<file path="src/rtl/shader_issue_pkg.sv">
package shader_issue_pkg;

  typedef enum logic [1:0] {
    KIND_MAD = 2'd0,
    KIND_DP2 = 2'd1,
    KIND_DP3 = 2'd2,
    KIND_RSV = 2'd3
  } op_kind_e;

  localparam int MFU_CODE_W = 3;
  localparam logic [MFU_CODE_W-1:0] MFU_CODE_MAX = 3'd5;

  // Lanes consumed by one operation of a given kind; 0 flags a reserved kind.
  function automatic logic [1:0] kind_lanes(op_kind_e k);
    case (k)
      KIND_MAD: kind_lanes = 2'd1;
      KIND_DP2: kind_lanes = 2'd2;
      KIND_DP3: kind_lanes = 2'd3;
      default:  kind_lanes = 2'd0;
    endcase
  endfunction

endpackage

</file>
<file path="src/rtl/bundle_place.sv">
module bundle_place
  import shader_issue_pkg::*;
#(
  parameter int NUM_OPS   = 4,
  parameter int NUM_LANES = 4,
  parameter int CUR_W     = 4
) (
  input  logic [NUM_OPS-1:0]       op_vld,
  input  logic [2*NUM_OPS-1:0]     op_kind,
  input  logic                     mfu_present,
  output logic [NUM_OPS*CUR_W-1:0] op_start,
  output logic [2*NUM_OPS-1:0]     op_lanes,
  output logic                     mix_ok
);

  localparam int CNT_W = $clog2(NUM_OPS + 1);

  logic [CUR_W-1:0] cursor;
  logic [CNT_W-1:0] n_mad, n_dp2, n_dp3;
  logic             misaligned, reserved_seen;
  logic             count_match;

  // Walk the slots in order, handing each valid operation the next free lane.
  always_comb begin
    cursor        = '0;
    n_mad         = '0;
    n_dp2         = '0;
    n_dp3         = '0;
    misaligned    = 1'b0;
    reserved_seen = 1'b0;
    op_start      = '0;
    op_lanes      = '0;
    for (int i = 0; i < NUM_OPS; i++) begin
      if (op_vld[i]) begin
        op_start[i*CUR_W +: CUR_W] = cursor;
        op_lanes[2*i +: 2]         = kind_lanes(op_kind_e'(op_kind[2*i +: 2]));
        case (op_kind_e'(op_kind[2*i +: 2]))
          KIND_MAD: n_mad = n_mad + CNT_W'(1);
          KIND_DP2: begin
            n_dp2 = n_dp2 + CNT_W'(1);
            if (cursor[0]) misaligned = 1'b1;
          end
          KIND_DP3: begin
            n_dp3 = n_dp3 + CNT_W'(1);
            if (cursor != '0) misaligned = 1'b1;
          end
          default: reserved_seen = 1'b1;
        endcase
        cursor = cursor + CUR_W'(kind_lanes(op_kind_e'(op_kind[2*i +: 2])));
      end
    end
  end

  // The four permitted operation mixes.
  always_comb begin
    count_match =
      (!mfu_present && n_mad == CNT_W'(4) && n_dp2 == '0 && n_dp3 == '0) ||
      ( mfu_present && n_mad == '0 && n_dp2 == CNT_W'(2) && n_dp3 == '0) ||
      ( mfu_present && n_mad == CNT_W'(1) && n_dp2 == '0 && n_dp3 == CNT_W'(1)) ||
      ( mfu_present && n_mad == CNT_W'(2) && n_dp2 == CNT_W'(1) && n_dp3 == '0);
  end

  assign mix_ok = count_match && !misaligned && !reserved_seen &&
                  (cursor == CUR_W'(NUM_LANES));

endmodule

</file>
<file path="src/rtl/lane_steer.sv">
module lane_steer
  import shader_issue_pkg::*;
#(
  parameter int NUM_OPS   = 4,
  parameter int NUM_LANES = 4,
  parameter int IDX_W     = 6,
  parameter int CUR_W     = 4
) (
  input  logic [NUM_OPS-1:0]         op_vld,
  input  logic [2*NUM_OPS-1:0]       op_kind,
  input  logic [NUM_OPS*IDX_W-1:0]   op_src_a,
  input  logic [NUM_OPS*IDX_W-1:0]   op_src_b,
  input  logic [NUM_OPS*IDX_W-1:0]   op_src_c,
  input  logic [NUM_OPS*IDX_W-1:0]   op_dst,
  input  logic [NUM_OPS*CUR_W-1:0]   op_start,
  input  logic [2*NUM_OPS-1:0]       op_lanes,
  output logic [NUM_LANES-1:0]       s_vld,
  output logic [NUM_LANES-1:0]       s_chain,
  output logic [2*NUM_LANES-1:0]     s_kind,
  output logic [NUM_LANES*IDX_W-1:0] s_src_a,
  output logic [NUM_LANES*IDX_W-1:0] s_src_b,
  output logic [NUM_LANES*IDX_W-1:0] s_src_c,
  output logic [NUM_LANES*IDX_W-1:0] s_dst
);

  for (genvar l = 0; l < NUM_LANES; l++) begin : g_lane
    logic [CUR_W-1:0] st, span, elem;
    localparam logic [CUR_W-1:0] LANE_ID = CUR_W'(l);

    // Find the operation whose lane range covers this lane.
    always_comb begin
      s_vld[l]                  = 1'b0;
      s_chain[l]                = 1'b0;
      s_kind[2*l +: 2]          = '0;
      s_src_a[l*IDX_W +: IDX_W] = '0;
      s_src_b[l*IDX_W +: IDX_W] = '0;
      s_src_c[l*IDX_W +: IDX_W] = '0;
      s_dst[l*IDX_W +: IDX_W]   = '0;
      st   = '0;
      span = '0;
      elem = '0;
      for (int i = 0; i < NUM_OPS; i++) begin
        st   = op_start[i*CUR_W +: CUR_W];
        span = {{(CUR_W-2){1'b0}}, op_lanes[2*i +: 2]};
        if (op_vld[i] && LANE_ID >= st && LANE_ID < st + span) begin
          elem                      = LANE_ID - st;
          s_vld[l]                  = 1'b1;
          s_chain[l]                = (elem != span - CUR_W'(1));
          s_kind[2*l +: 2]          = op_kind[2*i +: 2];
          s_src_a[l*IDX_W +: IDX_W] = op_src_a[i*IDX_W +: IDX_W] + IDX_W'(elem);
          s_src_b[l*IDX_W +: IDX_W] = op_src_b[i*IDX_W +: IDX_W] + IDX_W'(elem);
          s_src_c[l*IDX_W +: IDX_W] = op_src_c[i*IDX_W +: IDX_W];
          s_dst[l*IDX_W +: IDX_W]   = op_dst[i*IDX_W +: IDX_W];
        end
      end
    end
  end

endmodule

</file>
<file path="src/rtl/mfu_gate.sv">
module mfu_gate
  import shader_issue_pkg::*;
#(
  parameter int IDX_W = 6
) (
  input  logic                  mfu_vld,
  input  logic [MFU_CODE_W-1:0] mfu_op,
  input  logic [IDX_W-1:0]      mfu_src,
  input  logic [IDX_W-1:0]      mfu_dst,
  output logic                  code_ok,
  output logic [MFU_CODE_W-1:0] g_code,
  output logic [IDX_W-1:0]      g_src,
  output logic [IDX_W-1:0]      g_dst
);

  // Codes above the last defined function are rejected.
  assign code_ok = !mfu_vld || (mfu_op <= MFU_CODE_MAX);
  assign g_code  = mfu_vld ? mfu_op  : '0;
  assign g_src   = mfu_vld ? mfu_src : '0;
  assign g_dst   = mfu_vld ? mfu_dst : '0;

endmodule

</file>
<file path="src/rtl/shader_bundle_issue.sv">
module shader_bundle_issue
  import shader_issue_pkg::*;
#(
  parameter int NUM_OPS   = 4,
  parameter int NUM_LANES = 4,
  parameter int IDX_W     = 6
) (
  input  logic                       clk,
  input  logic                       rst,
  input  logic                       in_vld,
  input  logic                       stall,
  input  logic [NUM_OPS-1:0]         op_vld,
  input  logic [2*NUM_OPS-1:0]       op_kind,
  input  logic [NUM_OPS*IDX_W-1:0]   op_src_a,
  input  logic [NUM_OPS*IDX_W-1:0]   op_src_b,
  input  logic [NUM_OPS*IDX_W-1:0]   op_src_c,
  input  logic [NUM_OPS*IDX_W-1:0]   op_dst,
  input  logic                       mfu_vld,
  input  logic [2:0]                 mfu_op,
  input  logic [IDX_W-1:0]           mfu_src,
  input  logic [IDX_W-1:0]           mfu_dst,
  output logic [NUM_LANES-1:0]       lane_vld,
  output logic [NUM_LANES-1:0]       lane_chain,
  output logic [2*NUM_LANES-1:0]     lane_kind,
  output logic [NUM_LANES*IDX_W-1:0] lane_src_a,
  output logic [NUM_LANES*IDX_W-1:0] lane_src_b,
  output logic [NUM_LANES*IDX_W-1:0] lane_src_c,
  output logic [NUM_LANES*IDX_W-1:0] lane_dst,
  output logic                       mfu_issue,
  output logic [2:0]                 mfu_code,
  output logic [IDX_W-1:0]           mfu_src_o,
  output logic [IDX_W-1:0]           mfu_dst_o,
  output logic                       bad_bundle
);

  localparam int CUR_W = $clog2(NUM_OPS * 3 + 1);

  logic [NUM_OPS*CUR_W-1:0]   op_start;
  logic [2*NUM_OPS-1:0]       op_lanes;
  logic                       mix_ok, code_ok, bundle_ok;
  logic [NUM_LANES-1:0]       s_vld, s_chain;
  logic [2*NUM_LANES-1:0]     s_kind;
  logic [NUM_LANES*IDX_W-1:0] s_src_a, s_src_b, s_src_c, s_dst;
  logic [MFU_CODE_W-1:0]      g_code;
  logic [IDX_W-1:0]           g_src, g_dst;

  bundle_place #(
    .NUM_OPS(NUM_OPS), .NUM_LANES(NUM_LANES), .CUR_W(CUR_W)
  ) u_place (
    .op_vld     (op_vld),
    .op_kind    (op_kind),
    .mfu_present(mfu_vld),
    .op_start   (op_start),
    .op_lanes   (op_lanes),
    .mix_ok     (mix_ok)
  );

  lane_steer #(
    .NUM_OPS(NUM_OPS), .NUM_LANES(NUM_LANES), .IDX_W(IDX_W), .CUR_W(CUR_W)
  ) u_steer (
    .op_vld  (op_vld),
    .op_kind (op_kind),
    .op_src_a(op_src_a),
    .op_src_b(op_src_b),
    .op_src_c(op_src_c),
    .op_dst  (op_dst),
    .op_start(op_start),
    .op_lanes(op_lanes),
    .s_vld   (s_vld),
    .s_chain (s_chain),
    .s_kind  (s_kind),
    .s_src_a (s_src_a),
    .s_src_b (s_src_b),
    .s_src_c (s_src_c),
    .s_dst   (s_dst)
  );

  mfu_gate #(.IDX_W(IDX_W)) u_mfu (
    .mfu_vld(mfu_vld),
    .mfu_op (mfu_op),
    .mfu_src(mfu_src),
    .mfu_dst(mfu_dst),
    .code_ok(code_ok),
    .g_code (g_code),
    .g_src  (g_src),
    .g_dst  (g_dst)
  );

  assign bundle_ok = mix_ok && code_ok;

  // Issue register stage: one cycle of latency, frozen by stall.
  always_ff @(posedge clk) begin
    if (rst) begin
      lane_vld   <= '0;
      lane_chain <= '0;
      lane_kind  <= '0;
      lane_src_a <= '0;
      lane_src_b <= '0;
      lane_src_c <= '0;
      lane_dst   <= '0;
      mfu_issue  <= 1'b0;
      mfu_code   <= '0;
      mfu_src_o  <= '0;
      mfu_dst_o  <= '0;
      bad_bundle <= 1'b0;
    end else if (!stall) begin
      if (in_vld && bundle_ok) begin
        lane_vld   <= s_vld;
        lane_chain <= s_chain;
        lane_kind  <= s_kind;
        lane_src_a <= s_src_a;
        lane_src_b <= s_src_b;
        lane_src_c <= s_src_c;
        lane_dst   <= s_dst;
        mfu_issue  <= mfu_vld;
        mfu_code   <= g_code;
        mfu_src_o  <= g_src;
        mfu_dst_o  <= g_dst;
        bad_bundle <= 1'b0;
      end else begin
        lane_vld   <= '0;
        lane_chain <= '0;
        lane_kind  <= '0;
        lane_src_a <= '0;
        lane_src_b <= '0;
        lane_src_c <= '0;
        lane_dst   <= '0;
        mfu_issue  <= 1'b0;
        mfu_code   <= '0;
        mfu_src_o  <= '0;
        mfu_dst_o  <= '0;
        bad_bundle <= in_vld;
      end
    end
  end

  // Guards on the issue stage.
  p_bad_silent_r8: assert property (@(posedge clk) disable iff (rst)
    bad_bundle |-> (lane_vld == '0) && !mfu_issue);

  p_full_issue_r10: assert property (@(posedge clk) disable iff (rst)
    (|lane_vld) |-> (&lane_vld));

  p_last_unchained_r10: assert property (@(posedge clk) disable iff (rst)
    !lane_chain[NUM_LANES-1]);

  for (genvar l = 0; l < NUM_LANES - 1; l++) begin : g_chain_chk
    p_chain_link_r10: assert property (@(posedge clk) disable iff (rst)
      lane_chain[l] |-> lane_vld[l+1] &&
                        (lane_kind[2*l +: 2] != KIND_MAD) &&
                        (lane_kind[2*(l+1) +: 2] == lane_kind[2*l +: 2]));
  end

  p_mfu_code_r7: assert property (@(posedge clk) disable iff (rst)
    mfu_issue |-> (mfu_code <= MFU_CODE_MAX));

  p_hold_r9: assert property (@(posedge clk) disable iff (rst)
    stall |=> $stable({lane_vld, lane_chain, lane_kind, lane_src_a, lane_src_b,
                       lane_src_c, lane_dst, mfu_issue, mfu_code, mfu_src_o,
                       mfu_dst_o, bad_bundle}));

  p_idle_clear_r2: assert property (@(posedge clk) disable iff (rst)
    (!in_vld && !stall) |=> (lane_vld == '0) && !mfu_issue && !bad_bundle);

endmodule

</file>
<file path="config.mk">
export PLATFORM = sky130hd
export DESIGN_NAME = shader_bundle_issue
export DESIGN_NICKNAME = d
export VERILOG_FILES = /design/src/rtl/shader_issue_pkg.sv /design/src/rtl/bundle_place.sv /design/src/rtl/lane_steer.sv /design/src/rtl/mfu_gate.sv /design/src/rtl/shader_bundle_issue.sv
export SDC_FILE = /design/constraint.sdc
export NUM_CORES = 1
export LEC_CHECK = 0
export ABC_CLOCK_PERIOD_IN_PS = 4450
export BUFFER_PORTS_ARGS = -buffer_cell sky130_fd_sc_hd__buf_4
export CORE_ASPECT_RATIO = 1.25
export CORE_MARGIN = 1.5
export CORE_UTILIZATION = 45
export CTS_CLUSTER_DIAMETER = 60
export DETAILED_ROUTE_END_ITERATION = 8
export PLACE_DENSITY = 0.7
export SETUP_SLACK_MARGIN = 0.5
export SYNTH_ARGS = -nofsm -noshare
export SYNTH_HDL_FRONTEND = slang
export SYNTH_SLANG_ARGS = --single-unit
</file>
<file path="constraint.sdc">
create_clock -name clk -period 4.45 [get_ports clk]
set_input_delay 0.445 -clock clk [delete_from_list [all_inputs] [get_ports clk]]
set_output_delay 0.445 -clock clk [all_outputs]
set_load 0.01 [all_outputs]
</file>
==> flow_summary_export.csv, run 1 <==
group,metric,value,unit
detailed_routing,detail-route-antenna-nets,0,
cts,cts-buffers-inserted,17,
status,result_of_the_run,"finished clean",
detailed_routing,drt_iter0_markers,1166,
power,worst_ir_drop_vdd,252,uV
detailed_routing,wl,52800,um
power,share_comb_of_total_power,50.0,%
sta,clock-skew-final,0,ps
layout,num-nets-final,2385,
critical_path,startpoint_type,"input pin",
die,design.die.area,0.0304,mm2
power,power_frac_clock,27.3,%
global_route,grt_max_degree,89,
critical_path,critical_path.reg2reg.endpoint,"lane_src_b[11]",
layout,multi_input_gate_area_in_the_final_layout,0.0106,mm2
place,portBuffers,256,
sta,max_freq,0.249,GHz
layout,finish.cell_count_without_fillers,2494,
place,dp.cells,2432,
sta,finalHoldViolCount,0,
cts,cts-root-buf,"sky130_fd_sc_hd__clkbuf_16",
sta,final.period_utilization,90.2,%
sta,grt_setup_unrepaired,"yes",
die,row_count,69,
sta,setup_viol_count_final,0,
synth,netlist_area,0.0132,mm2
layout,diodes,0,
power,share_of_total_power_consumed_by_net_switching,39.5,%
critical_path,timing_worst_setup_path_type,"in -> reg",
global_route,antenna_found_initial,0,
power,power.density,276,mW/mm2
sta,hold-worst-slack,238,ps
cts,cts.clk_slew.worst_paths,70,ps
power,p_int,3.09,mW
global_route,globalRouteTotalUtil,33.4,%
global_route,globalRouteOverflowTotal,0,
sta,max-slew-margin-rel,33.0,%
cts,cts_hold_repair.buffers,0,
place,gp_congestion,0.977,
place,place_hpwl,40000,um
synth,synthesis.nets,2010,
detailed_routing,detail_route.vias_per_cell,5.79,
sta,timing.final.max_slew_violations,0,
hold_path,hold_start,"rst",
cts,clock_sinks,129,
critical_path,worst-r2r-cell-count,3,
critical_path,rr_startpoint,"lane_src_b[11]",
critical_path,worstPathRequired,4840,ps
power,switching_power,2.02,mW
layout,area.sequential,0.00258,mm2
synth,sequential_fraction_of_the_synthesis_area,19.6,%
cts,worstSkewPairLatency,450,ps
synth,ys_ff_latch,129,
synth,asyncSetResetFlopFracSynth,0,%
synth,yosys_warnings,0,
sta,max_slew.worst_pin.slew,1000,ps
detailed_routing,vias,14400,
layout,syn2layout_area_growth,40.2,%
power,p_leak,8.36,nW
die,design.portCount,257,
layout,final_layout_size_suffix_gt1_share,32.3,%
sta,final_period_minus_worst_setup_slack,4020,ps
hold_path,min_path_type,"in -> reg",
synth,postSynthAreaPerCell,7.69,um2
cts,h-tree-depth,4,
detailed_routing,wl_per_cell,21.2,um
die,die_width,156,um
die,initial_core_utilization,46.1,%
job,max-cap-violations,0,
synth,synth-edff-count,0,
critical_path,cp.arrival,4400,ps
synth,postSynthCellCount,1716,
synth,postSynth.topFlopCell,"sky130_fd_sc_hd__dfxtp_1",
cts,cts_max_path_buffers,2,
detailed_routing,drc,0,
detailed_routing,detailedRoute.firstPassIterationCount,5,
synth,synth.lib_cells_used.distinct,71,
layout,fillCellCount,2511,
critical_path,regToRegSetupSlack,3450,ps
hold_path,min_path_cells,2,
global_route,first_global_vias,14000,
global_route,grt_pass1_wl,77400,um
die,floorplan.core_area,0.0287,mm2
critical_path,critPathCaptureType,"flop",
die,dieHeight,194,um
cts,cts_tree,"done",
critical_path,critPathMaxFanout,6,
power,power.sequential.fraction,22.6,%
hold_path,min_delay_worst_endpoint,"lane_src_b[11]",
cell usage in the layout (no fill, tap or decap), drive strengths merged, types with 4 or more instances in the layout:
master	instances
o31ai	5
a31oi	5
o22ai	15
mux2	14
nor2	61
nand4	8
o2bb2ai	7
nand3	57
a21o	38
fa	29
a211oi	11
a21oi	168
buf	450
dfxtp	129
clkinv	7
xor2	54
nor2b	23
mux2i	54
and2	12
nand3b	4
o211ai	5
ha	137
a221oi	16
o21a	20
o21ai	191
nand2	276
a311oi	4
nand2b	11
a22oi	37
and3	11
xnor2	75
nor3	6
inv	101
clkbuf	24
registers in the layout (all words and copies together), names as in the netlist:
name / cells
mfu_issue: 1
mfu_code: 3
mfu_dst_o: 6
lane_vld: 4
lane_kind: 8
bad_bundle: 1
lane_src_c: 24
lane_chain: 4
lane_src_b: 24
lane_src_a: 24
lane_dst: 24
mfu_src_o: 6
what timing repair did:
item                       CTS  global route
gates resized for setup     39            84
setup endpoints to repair  128           128
gates cloned                 4             8
setup buffers               14             4
pin swaps                   27            35
per-layer routing:
metal / part of all wire [%] / GRT usage [%] / vias to the layer above
li1: - / - / 6757
met1: 37 / 37.7 / 6763
met2: 48 / 57.2 / 719
met3: 6.8 / 4.48 / 193
met4: 7.6 / 24.0 / 0
met5: 0 / 0 / -
final cells by class:
class / instances / area share [%]
Multi-Input combinational cell: 1389 / 57.3
Timing Repair Buffer: 458 / 21.0
Sequential cell: 129 / 14.0
Tap cell: 390 / 2.64
Clock buffer: 17 / 2.30
Inverter: 96 / 2.08
Clock inverter: 15 / 0.798
how the worst max path moves through the flow:
stage,startpoint,end,slack [ps],cells past startpoint
2_1_floorplan,op_kind[0],lane_src_a[17],190,21
3_5_place_dp,op_kind[2],lane_src_a[17],-240,23
5_1_grt,op_kind[1],lane_src_a[17],330,23
4_1_cts,op_kind[2],lane_src_a[11],510,23
3_3_place_gp,op_kind[2],lane_src_a[17],-150,23
6_report,op_kind[1],lane_kind[2],430,21
per-stage QoR:
step                      setup TNS (ps)  setup WS, ps  util (%)  power, mW  instance area (um2)
after floorplan                        0           185         -       2.56                13600
after global placement             -2270          -153      59.1       3.38                16900
after detailed placement          -11850          -243      59.1       3.43                16900
after CTS                              0           508      62.7       4.93                18000
after global routing                   0           331      64.6       5.32                18500
final                                  0           435      64.6       5.11                18500
worst max-delay path, stage by stage:
cell and delay [ps]:
sky130_fd_sc_hd__buf_12 110, sky130_fd_sc_hd__ha_4 150, sky130_fd_sc_hd__nand2b_4 140, sky130_fd_sc_hd__nor2_4 140, sky130_fd_sc_hd__ha_4 140, sky130_fd_sc_hd__inv_2 30
sky130_fd_sc_hd__fa_1 520, sky130_fd_sc_hd__nand2b_4 150, sky130_fd_sc_hd__nand2_4 70, sky130_fd_sc_hd__buf_4 150, sky130_fd_sc_hd__xor2_2 150, sky130_fd_sc_hd__inv_2 80
sky130_fd_sc_hd__nand2_4 70, sky130_fd_sc_hd__fa_2 550, sky130_fd_sc_hd__nand2_1 70, sky130_fd_sc_hd__or4_1 410, sky130_fd_sc_hd__o2111a_2 250, sky130_fd_sc_hd__clkbuf_16 200
sky130_fd_sc_hd__inv_8 90, sky130_fd_sc_hd__mux2_2 350, sky130_fd_sc_hd__o21ai_1 110
cell families (layout without fill, tap and decap cells):
logic type / after synthesis / after routing / share of synthesized area, %
AO/OA/AOI/OAI: 539 / 540 / 25.7
XOR/XNOR: 132 / 132 / 9.07
adder cells (fa/ha/maj): 166 / 166 / 17.4
buffers and inverters: 199 / 586 / 6.57
flip-flops: 129 / 129 / 19.6
multiplexers: 68 / 68 / 5.29
AND/OR/NAND/NOR: 483 / 483 / 16.5
cells in the mapped netlist (7+ instances only):
library cell                count  area (um2)
sky130_fd_sc_hd__a211oi_1      11        82.6
sky130_fd_sc_hd__a21o_1        38         285
sky130_fd_sc_hd__a21oi_1      168         841
sky130_fd_sc_hd__a221oi_1      16         140
sky130_fd_sc_hd__a22oi_1       37         278
sky130_fd_sc_hd__and2_1        12        75.1
sky130_fd_sc_hd__and3_1        11        68.8
sky130_fd_sc_hd__buf_2          7        35.0
sky130_fd_sc_hd__buf_6          9         101
sky130_fd_sc_hd__clkbuf_1      74         278
sky130_fd_sc_hd__dfxtp_1      129        2580
sky130_fd_sc_hd__fa_1          29         581
sky130_fd_sc_hd__ha_1         137        1710
sky130_fd_sc_hd__inv_1         94         353
sky130_fd_sc_hd__mux2_2        14         158
sky130_fd_sc_hd__mux2i_1       54         541
sky130_fd_sc_hd__nand2_1      275        1030
sky130_fd_sc_hd__nand2b_1      11        68.8
sky130_fd_sc_hd__nand3_1       57         285
sky130_fd_sc_hd__nand4_1        7        43.8
sky130_fd_sc_hd__nor2_1        60         225
sky130_fd_sc_hd__nor2b_1       23         144
sky130_fd_sc_hd__o21a_1        19         143
sky130_fd_sc_hd__o21ai_0      118         591
sky130_fd_sc_hd__o21ai_1       30         150
sky130_fd_sc_hd__o21ai_2       42         368
sky130_fd_sc_hd__o22ai_1       15        93.8
sky130_fd_sc_hd__o2bb2ai_1      7        61.3
sky130_fd_sc_hd__xnor2_1       75         657
sky130_fd_sc_hd__xor2_1        54         473
power by group through the flow:
stage | registers [mW] | logic [mW] | clock network, mW
2_1_floorplan | 1.18 | 1.38 | 0
3_3_place_gp | 1.18 | 2.20 | 0
6_report | 1.16 | 2.55 | 1.40
3_5_place_dp | 1.18 | 2.24 | 0
5_1_grt | 1.16 | 2.71 | 1.45
4_1_cts | 1.16 | 2.36 | 1.41
No activity file was read; power rests on OpenSTA's default activity.
==> inputs of run 2 (changes only) <==
--- a/config.mk
+++ b/config.mk
@@ -5,15 +5,17 @@
 export SDC_FILE = /design/constraint.sdc
 export NUM_CORES = 1
 export LEC_CHECK = 0
-export ABC_CLOCK_PERIOD_IN_PS = 4450
+export ABC_AREA = 1
+export ABC_CLOCK_PERIOD_IN_PS = 4700
 export BUFFER_PORTS_ARGS = -buffer_cell sky130_fd_sc_hd__buf_4
 export CORE_ASPECT_RATIO = 1.25
 export CORE_MARGIN = 1.5
 export CORE_UTILIZATION = 45
 export CTS_CLUSTER_DIAMETER = 60
 export DETAILED_ROUTE_END_ITERATION = 8
-export PLACE_DENSITY = 0.7
+export PLACE_DENSITY = 0.66
 export SETUP_SLACK_MARGIN = 0.5
 export SYNTH_ARGS = -nofsm -noshare
 export SYNTH_HDL_FRONTEND = slang
 export SYNTH_SLANG_ARGS = --single-unit
+export TNS_END_PERCENT = 100
==> constraint.sdc (replaced) <==
create_clock -name clk -period 4.7 [get_ports clk]
set_input_delay 0.47 -clock clk [delete_from_list [all_inputs] [get_ports clk]]
set_output_delay 0.47 -clock clk [all_outputs]
set_load 0.01 [all_outputs]
==> run 2 against run 1 <==
  * Register-to-register slack better by 370 ps
  * Global-route usage is 5.9 points higher
  * Final cell count is 19% higher
  * Sequential cell count stayed put
==> flow_summary_export.csv, run 2 <==
group,metric,value,unit
status,result_of_the_run,"finished clean",
synth,synth_top_area_share,17.8,%
layout,final_layout_size_suffix_gt1_share,21.7,%
synth,synth.area.top_cells,"sky130_fd_sc_hd__dfxtp_1 (18%), sky130_fd_sc_hd__nand2_1 (13%), sky130_fd_sc_hd__ha_1 (12%)",
sta,setup_viol_count_final,0,
detailed_routing,vias,17700,
detailed_routing,detail-route-antenna-nets,0,
power,power.density,254,mW/mm2
sta,grt_setup_unrepaired,"yes",
global_route,globalRouteOverflowTotal,0,
synth,postSynth.topFlopCell,"sky130_fd_sc_hd__dfxtp_1",
sta,setup_tns_final,0,ps
power,worst_ir_drop_vdd,306,uV
layout,finish.utilization,58.5,%
cts,h-tree-depth,4,
cts,cts_tree,"done",
synth,synth.most_common_cell,"sky130_fd_sc_hd__nand2_1",
die,die_width,163,um
hold_path,min_path_type,"in -> reg",
layout,fillCellCount,3157,
place,gp_congestion,1.06,
synth,synth.lib_cells_used.distinct,50,
power,p_leak,8.77,nW
synth,postSynthCellCount,2264,
global_route,first_global_vias,16800,
critical_path,critical-path-top-cell-by-count,"sky130_fd_sc_hd__nand3_2",
sta,max_freq,0.245,GHz
sta,timing.final.max_slew_violations,0,
cts,worstSkewPairLatency,440,ps
die,row_count,73,
die,dieHeight,204,um
critical_path,startpoint_type,"input pin",
place,place_hpwl,51000,um
cts,cts_max_path_buffers,2,
detailed_routing,drt_iter0_markers,1688,
synth,top_cells_by_count_synth,"sky130_fd_sc_hd__nand2_1 (520), sky130_fd_sc_hd__o21ai_0 (233), sky130_fd_sc_hd__a21oi_1 (223)",
job,max-cap-violations,0,
detailed_routing,detailedRoute.firstPassIterationCount,6,
global_route,antenna_found_initial,0,
place,portBuffers,256,
synth,synth-edff-count,0,
synth,yosys_warnings,0,
sta,hold-worst-slack,309,ps
critical_path,timing_worst_setup_path_type,"in -> reg",
cts,clock_sinks,129,
layout,diodes,0,
synth,sequential_fraction_of_the_synthesis_area,17.8,%
synth,synthesis.nets,2558,
sta,final.period_utilization,86.8,%
cts,cts_hold_repair.buffers,0,
die,floorplan.core_area,0.0318,mm2
sta,max-slew-margin-rel,34.0,%
detailed_routing,wl_per_cell,22.4,um
detailed_routing,wl,66400,um
sta,finalHoldViolCount,0,
layout,commonest_non_fill_non_tap_cells_in_the_layout,"sky130_fd_sc_hd__nand2_1 (506), sky130_fd_sc_hd__buf_4 (369), sky130_fd_sc_hd__o21ai_0 (225)",
cts,cts-buffers-inserted,17,
global_route,globalRouteTotalUtil,39.2,%
critical_path,cp_slowest_cell,"sky130_fd_sc_hd__fa_2",
critical_path,worstPathRequired,5060,ps
detailed_routing,drc,0,
layout,syn2layout_area_growth,28.5,%
die,design.die.area,0.0333,mm2
cts,cts.clk_slew.worst_paths,70,ps
critical_path,worst_path_largest_cell_delay,460,ps
critical_path,cp.arrival,4440,ps
synth,netlist_area,0.0145,mm2
layout,num-nets-final,2837,
global_route,grt_max_degree,103,
critical_path,critPathMaxFanout,14,
place,postPlaceCellArea,0.0172,mm2
cts,cts-root-buf,"sky130_fd_sc_hd__clkbuf_16",
die,design.portCount,257,
sta,final_period_minus_worst_setup_slack,4080,ps
synth,asyncSetResetFlopFracSynth,0,%
synth,ys_ff_latch,129,
sta,clock-skew-final,0,ps
critical_path,critPathCaptureType,"flop",
synth,postSynthAreaPerCell,6.39,um2
global_route,grt_pass1_wl,98300,um
synth,post-synth-top-area-cell,"sky130_fd_sc_hd__dfxtp_1",
detailed_routing,detail_route.vias_per_cell,5.98,
layout,mostFrequentLayoutCell,"sky130_fd_sc_hd__nand2_1",
layout,post-route-cell-area,0.0186,mm2
die,initial_core_utilization,45.5,%
sta,max_slew.worst_pin.slew,989,ps
## run 2: cell types whose count changed after synthesis, moves of 54 or more
cell and delta:
sky130_fd_sc_hd__nand4_1 +106, sky130_fd_sc_hd__nand2_1 +245, sky130_fd_sc_hd__inv_1 +104, sky130_fd_sc_hd__nand3_1 +144, sky130_fd_sc_hd__xnor2_1 -59, sky130_fd_sc_hd__a21oi_1 +55
sky130_fd_sc_hd__mux2i_1 -54, sky130_fd_sc_hd__o21ai_0 +115
## run 2: area by class of cell
type	instances	area [um2]	area share, %
Multi-Input combinational cell	1790	10900	58.3
Timing Repair Buffer	391	3230	17.4
Sequential cell	129	2580	13.9
Inverter	214	831	4.47
Tap cell	412	515	2.77
Clock buffer	17	425	2.29
Clock inverter	15	164	0.881
## run 2: metrics by stage
stage          cells  setup slack [ps]  power (mW)
2_1_floorplan   2264               501        2.39
3_3_place_gp    2907             -17.6        3.20
3_5_place_dp    2907             -97.3        3.21
4_1_cts         2950               512        4.57
5_1_grt         2968               395        4.95
6_report        2968               619        4.72
## run 2: kinds of logic (layout without fill, tap and decap cells)
logic type	Yosys count	count (layout)	share of synthesized area, %
and+or+nand+nor	1003	1003	31.3
AOI/OAI and AO/OA	545	545	20.4
buffers and inverters	345	637	10.0
adders and majority gates	166	166	15.8
DFF	129	129	17.8
xor gates and xnor gates	76	76	4.60
## run 2: per-layer routing
| metal | track usage (%) | part of all wire (%) |
|---|---|---|
| met2 | 63.6 | 45 |
| met5 | 0 | 0 |
| met4 | 30.7 | 8.8 |
| met3 | 5.21 | 7.9 |
| met1 | 46.4 | 38 |
## run 2: what timing repair did
item	4_1_cts	5_1_grt
gates cloned	4	1
gates resized for setup	12	99
setup buffers	7	17
setup endpoints to repair	48	128
pin swaps	6	33
## run 2: critical path: cells and delay by family
kind / cells / cell delay, ps
fa+ha+maj: 4 / 1120
compound gates: 1 / 180
simple gates: 17 / 1610
buf+inv: 10 / 1060
## run 2: final timing paths
check / cells past startpoint / slack [ps] / from / to
min reg2reg: 2 / 470 / mfu_src_o[0] / mfu_src_o[0]
min: 3 / 310 / mfu_dst[5] / mfu_dst_o[5]
max: 32 / 620 / op_kind[1] / mfu_src_o[1]
max reg2reg: 2 / 3820 / lane_kind[7] / lane_kind[7]
## run 2: where the power goes
part / total [mW] / switching (mW) / internal (mW)
registers: 1.13 / 0.0145 / 1.12
logic: 2.23 / 1.43 / 0.805
clock network: 1.36 / 0.605 / 0.753
total: 4.72 / 2.05 / 2.67
